===== src/rtl/ipc_doorbell_pkg.sv =====
package ipc_doorbell_pkg;
  // number of doorbell lines toward the target core
  localparam int LINES  = 28;
  // width of the host register
  localparam int DATA_W = 32;

  // strobes from the bus control to the pending datapath
  typedef struct packed {
    logic [LINES-1:0] setMask;   // lines to raise this cycle
    logic             rdHit;     // a read hits the window
  } dbStrobe_t;
endpackage


===== src/rtl/ipc_doorbell_ctrl.sv =====
module ipc_doorbell_ctrl
  import ipc_doorbell_pkg::*;
#(
  parameter int ADDR_W     = 12,
  parameter int REG_OFFSET = 'h040
) (
  input  logic              clk,
  input  logic              rst,
  input  logic [ADDR_W-1:0] busAddr,
  input  logic              busWrEn,
  input  logic [DATA_W-1:0] busWrData,
  input  logic              busRdEn,
  output dbStrobe_t         strobe
);
  localparam logic [ADDR_W-1:0] WIN_ADDR = ADDR_W'(REG_OFFSET);

  logic winHit;
  logic unusedBits;

  // word-level decode; the byte lane bits do not take part
  assign winHit = (busAddr[ADDR_W-1:2] == WIN_ADDR[ADDR_W-1:2]);

  // reserved write bits and the byte lane bits feed nothing
  assign unusedBits = ^{busAddr[1:0], busWrData[DATA_W-1:LINES]};

  always_comb begin
    strobe         = '0;
    strobe.rdHit   = winHit && busRdEn;
    if (winHit && busWrEn) begin
      strobe.setMask = busWrData[LINES-1:0];
    end
  end

  // accesses outside the window raise nothing
  assert_decode_miss_R8: assert property (@(posedge clk) disable iff (rst)
    (busAddr[ADDR_W-1:2] != WIN_ADDR[ADDR_W-1:2]) |-> (strobe.setMask == '0 && !strobe.rdHit));

  // a write strobe without a write enable never sets a line
  assert_no_set_without_write_R3: assert property (@(posedge clk) disable iff (rst)
    !busWrEn |-> (strobe.setMask == '0));
endmodule


===== src/rtl/ipc_doorbell_datapath.sv =====
module ipc_doorbell_datapath
  import ipc_doorbell_pkg::*;
(
  input  logic             clk,
  input  logic             rst,
  input  dbStrobe_t        strobe,
  input  logic [LINES-1:0] tgtAck,
  output logic [LINES-1:0] pending,
  output logic [DATA_W-1:0] rdData
);
  // one pending flop per doorbell line; set has priority over acknowledge
  for (genvar i = 0; i < LINES; i++) begin : g_line
    always_ff @(posedge clk) begin
      if (rst) begin
        pending[i] <= 1'b0;
      end else if (strobe.setMask[i]) begin
        pending[i] <= 1'b1;
      end else if (tgtAck[i]) begin
        pending[i] <= 1'b0;
      end
    end
  end

  // zero-extended status word
  logic [DATA_W-1:0] statusWord;
  if (DATA_W > LINES) begin : g_pad
    assign statusWord = {{(DATA_W-LINES){1'b0}}, pending};
  end else begin : g_nopad
    assign statusWord = pending[DATA_W-1:0];
  end

  // read data captures the status seen at the edge of the read
  always_ff @(posedge clk) begin
    if (rst) begin
      rdData <= '0;
    end else if (strobe.rdHit) begin
      rdData <= statusWord;
    end else begin
      rdData <= '0;
    end
  end

  assert_reset_clears_R1: assert property (@(posedge clk)
    rst |=> (pending == '0 && rdData == '0));

  assert_set_raises_R2: assert property (@(posedge clk) disable iff (rst)
    (strobe.setMask != '0) |=> ((pending & $past(strobe.setMask)) == $past(strobe.setMask)));

  assert_ack_clears_R4: assert property (@(posedge clk) disable iff (rst)
    ((tgtAck & ~strobe.setMask) != '0) |=> ((pending & $past(tgtAck & ~strobe.setMask)) == '0));

  assert_set_wins_R5: assert property (@(posedge clk) disable iff (rst)
    ((tgtAck & strobe.setMask) != '0) |=> ((pending & $past(tgtAck & strobe.setMask)) == $past(tgtAck & strobe.setMask)));

  assert_hold_level_R6: assert property (@(posedge clk) disable iff (rst)
    (strobe.setMask == '0 && tgtAck == '0) |=> $stable(pending));

  assert_idle_read_zero_R10: assert property (@(posedge clk) disable iff (rst)
    !strobe.rdHit |=> (rdData == '0));
endmodule


===== src/rtl/ipc_doorbell.sv =====
module ipc_doorbell
  import ipc_doorbell_pkg::*;
#(
  parameter int ADDR_W     = 12,
  parameter int REG_OFFSET = 'h040
) (
  input  logic              clk,
  input  logic              rst,
  input  logic [ADDR_W-1:0] busAddr,
  input  logic              busWrEn,
  input  logic [31:0]       busWrData,
  input  logic              busRdEn,
  output logic [31:0]       busRdData,
  input  logic [27:0]       tgtAck,
  output logic [27:0]       tgtIrq
);
  dbStrobe_t        strobe;
  logic [LINES-1:0] pending;

  ipc_doorbell_ctrl #(
    .ADDR_W    (ADDR_W),
    .REG_OFFSET(REG_OFFSET)
  ) u_ctrl (
    .clk      (clk),
    .rst      (rst),
    .busAddr  (busAddr),
    .busWrEn  (busWrEn),
    .busWrData(busWrData),
    .busRdEn  (busRdEn),
    .strobe   (strobe)
  );

  ipc_doorbell_datapath u_datapath (
    .clk    (clk),
    .rst    (rst),
    .strobe (strobe),
    .tgtAck (tgtAck),
    .pending(pending),
    .rdData (busRdData)
  );

  // interrupt outputs are the pending levels
  assign tgtIrq = pending;

  assert_reserved_read_zero_R7: assert property (@(posedge clk) disable iff (rst)
    busRdData[31:28] == 4'h0);

  assert_read_matches_status_R7: assert property (@(posedge clk) disable iff (rst)
    strobe.rdHit |=> (busRdData[27:0] == $past(tgtIrq)));
endmodule


===== config.mk =====
export PLATFORM = sky130hd
export DESIGN_NAME = ipc_doorbell
export DESIGN_NICKNAME = d
export VERILOG_FILES = /design/src/rtl/ipc_doorbell_pkg.sv /design/src/rtl/ipc_doorbell_ctrl.sv /design/src/rtl/ipc_doorbell_datapath.sv /design/src/rtl/ipc_doorbell.sv
export SDC_FILE = /design/constraint.sdc
export NUM_CORES = 1
export LEC_CHECK = 0
export BUFFER_PORTS_ARGS = -buffer_cell sky130_fd_sc_hd__buf_4
export CAP_MARGIN = 25
export CORE_ASPECT_RATIO = 0.8
export CORE_MARGIN = 1.5
export CORE_UTILIZATION = 39
export CTS_BUF_LIST = sky130_fd_sc_hd__clkbuf_4 sky130_fd_sc_hd__clkbuf_8 sky130_fd_sc_hd__clkbuf_16
export CTS_CLUSTER_DIAMETER = 30
export DETAILED_ROUTE_END_ITERATION = 16
export PLACE_DENSITY = 0.73
export SLEW_MARGIN = 0
export SYNTH_ARGS = -nofsm -noshare
export SYNTH_HDL_FRONTEND = slang
export SYNTH_SLANG_ARGS = --single-unit

===== constraint.sdc =====
create_clock -name clk -period 1.3 [get_ports clk]
set_clock_uncertainty 0.05 [all_clocks]
set_input_delay 0.065 -clock clk [delete_from_list [all_inputs] [get_ports clk]]
set_output_delay 0.065 -clock clk [all_outputs]
set_load 0.05 [all_outputs]

==> impl_results.md <==
* Max cap viols at 0
* Slowest cell on crit path: dfxtp_1
* Core area at 0.00550 mm2
* Max Clk Rate at 973 MHz
* Ys Warns at 0
* Final Instance Area at 0.00389 mm2
* Mapped Area at 0.00225 mm2
* Critical Path RT at 1190 ps
* Count leader, synth: dfxtp_1
* Worst R2R Path Depth at 2
* Hold path cells at 3
* DR iter-0 viols at 66
* Routed len/inst at 13.2 um
* Top cells by count, synth: dfxtp_1 (56), nor2_1 (29), inv_1 (28), nand2_1 (28), nand3_1 (28)
* CP Launch Type: flop
* Slew Viols, Final at 0
* Die Y at 70.9 um
* First-pass GRT wire length at 10700 um
* Worst min-delay path category: input port to flop
* Worst VDD drop at 561 uV
* TritonCTS clock tree: yes
* Kind of end point of the critical path: output port
* CTS Sinks at 56
* Placed cells at 446
* Initial antenna violation count at 0
* Vias in the first global route at 2356
* Global Route Usage Sum at 22.6%
* WP buf/inv at 1
* Via count at 2340
* FF-to-FF setup slack at 580 ps
* DRC viols at 0
* Setup-failing EPs final at 0
* Net Sw Frac at 22.7%
* CP max FO at 3
* CTS Buf Count at 5
* Post-route ant nets at 0
* Std cell rows at 24
* Dpl ws at -25.4 ps
* # IOs at 136
* Layout Cells excl Fill at 510
* HPWL after DPL at 4140 um
* Die W at 87.8 um
* EDFF count, synth at 0
* Status: complete, no violations
* Later-pin clock latency in the skew report at 300 ps
* Initial core utilization at 40.9%
* Endpoint, Worst Hold: u_datapath.rdData[27]
* RePlAce Congestion at 0.725
* Top delay family on crit path: flip-flops
* Pint at 2.44 mW
* Top cells by area, synth: dfxtp_1 (50%), nor3_2 (8.9%), o21ai_2 (7.8%)
* Placed Area at 0.00324 mm2
* Pin count of the biggest net entering global routing at 29
* Die ar. at 0.00623 mm2
* R2r startpoint: u_datapath.pending[27]
* First-pass DRT Iterations at 6
* Nets at 507
* Power Dens Cells at 812 mW/mm2
* Yosys reg bits at 56
* Post-Syn Instances at 252
* Post-route setup slack at 272 ps
* Fin crit share at 79.1%
* Synth async-reset ratio at 0%
* Final period demand of the worst path at 1030 ps
* P&R area growth vs syn at 73.4%
* Layout Utilization at 70.9%
* Switch Pwr at 719 uW
* Worst R2R End: u_datapath.rdData[27]
* Port buffer count at 125
* Antenna diode count at 0
* Ys flop type: dfxtp_1
* Fraction of layout cells with a size suffix above 1 at 42.6%
* Post-synth top area share at 49.9%
* Clk root buf: clkbuf_8
* Clock share of power at 31.1%
* Gate power share at 14.7%
* Total power draw at 3.16 mW
* HP Start: busRdEn
* Post-synthesis sequential area ratio at 49.9%
* Largest stage delay, worst path at 390 ps
* WL final at 6760 um
* Static Leak at 1.76 nW
* Final Hold Viols at 0
* Setup Crit Path Kind: flop to output port
* Distinct cells, synth at 20
* Sequential share of power at 54.2%
* CTS clk-pin slew, worst paths at 90 ps
* RSZ-0062 raised after global routing: false
* DR vias/cell at 4.59
* H-tree level count at 2
* Data arrival, critical path at 910 ps
* CP Cell Sequence: buf_4
* Synth Area per Inst at 8.91 um2
* Yosys top cell by area: dfxtp_1
* Total congestion overflow at 0
* Clock buffer depth at 2
worst max path at each step:
stage                                 from                     to  depth (start not counted)  slack, ps
CTS                 u_datapath.pending[27]             tgtIrq[27]                          1        270
global placement                busAddr[5]  u_datapath.rdData[21]                          4         20
global route                    busAddr[5]  u_datapath.rdData[21]                          4        180
detailed placement              busAddr[5]  u_datapath.rdData[22]                          4        -30
finish              u_datapath.pending[27]             tgtIrq[27]                          1        270
floorplan                       busAddr[7]   u_datapath.rdData[0]                          4        260
metal layers:
layer / vias to the layer above / routed length, um / track usage [%]
met5: - / 0 / 0
met4: 0 / 264 / 10.6
met3: 22 / 476 / 5.95
met2: 106 / 3440 / 40.2
met1: 1056 / 2580 / 24.7
li1: 1156 / - / -
registers in the layout, indices dropped and copies added (netlist names):
signal / flops
u_datapath.pending: 28
u_datapath.rdData: 28
power by group through the flow:
stage | registers [mW] | clock network [mW] | logic, mW
final | 1.71 | 0.982 | 0.466
after global routing | 1.71 | 1.08 | 0.504
after CTS | 1.71 | 1.00 | 0.457
after detailed placement | 1.75 | 0 | 0.323
after global placement | 1.75 | 0 | 0.316
after floorplan | 1.75 | 0 | 0.138
cell usage in the layout (no fill, tap or decap), drive strengths merged:
cell type / netlist / routed
clkinvlp: 0 / 1
dfxtp: 56 / 56
nor3b: 2 / 2
dlygate4sd3: 0 / 56
nor2: 30 / 30
o21ai: 28 / 28
nand2: 29 / 29
inv: 28 / 28
buf: 13 / 132
conb: 1 / 4
nand4: 1 / 1
nand3: 28 / 28
nor4: 1 / 1
nor3: 28 / 28
or3b: 1 / 1
clkbuf: 6 / 7
kinds of logic (layout without fill, tap and decap cells):
family | after synthesis | after routing | synth area share (%)
compound gates | 28 | 28 | 9.58
buf+inv | 47 | 224 | 10.1
other cells | 1 | 4 | 0.167
simple gates | 120 | 120 | 30.2
flops | 56 | 56 | 49.9
layout make-up:
class / instances / area [um2]
fillers: 447 / 1600
repair buffers: 188 / 1560
flip-flops and latches: 56 / 1120
multi-input cells: 152 / 908
inverters: 28 / 105
well taps: 78 / 97.6
clock buffers: 7 / 90.1
clock inverters: 1 / 7.51
metrics by stage:
stage | hold WS (ps) | setup TNS, ps
2_1_floorplan | 161 | 0
3_3_place_gp | 263 | 0
3_5_place_dp | 265 | -91.5
4_1_cts | 124 | 0
5_1_grt | 133 | 0
6_report | 129 | 0
worst min-delay path: stages:
cell     delay [ps]
buf_4           220
nand3_1         120
nor3_1           40
timing repair:
action,CTS,global route
hold buffers,56,0
setup buffers,0,0
resized for setup,0,0
hold endpoints to repair,28,0
Note: power is estimated with default switching activity, not from simulation.
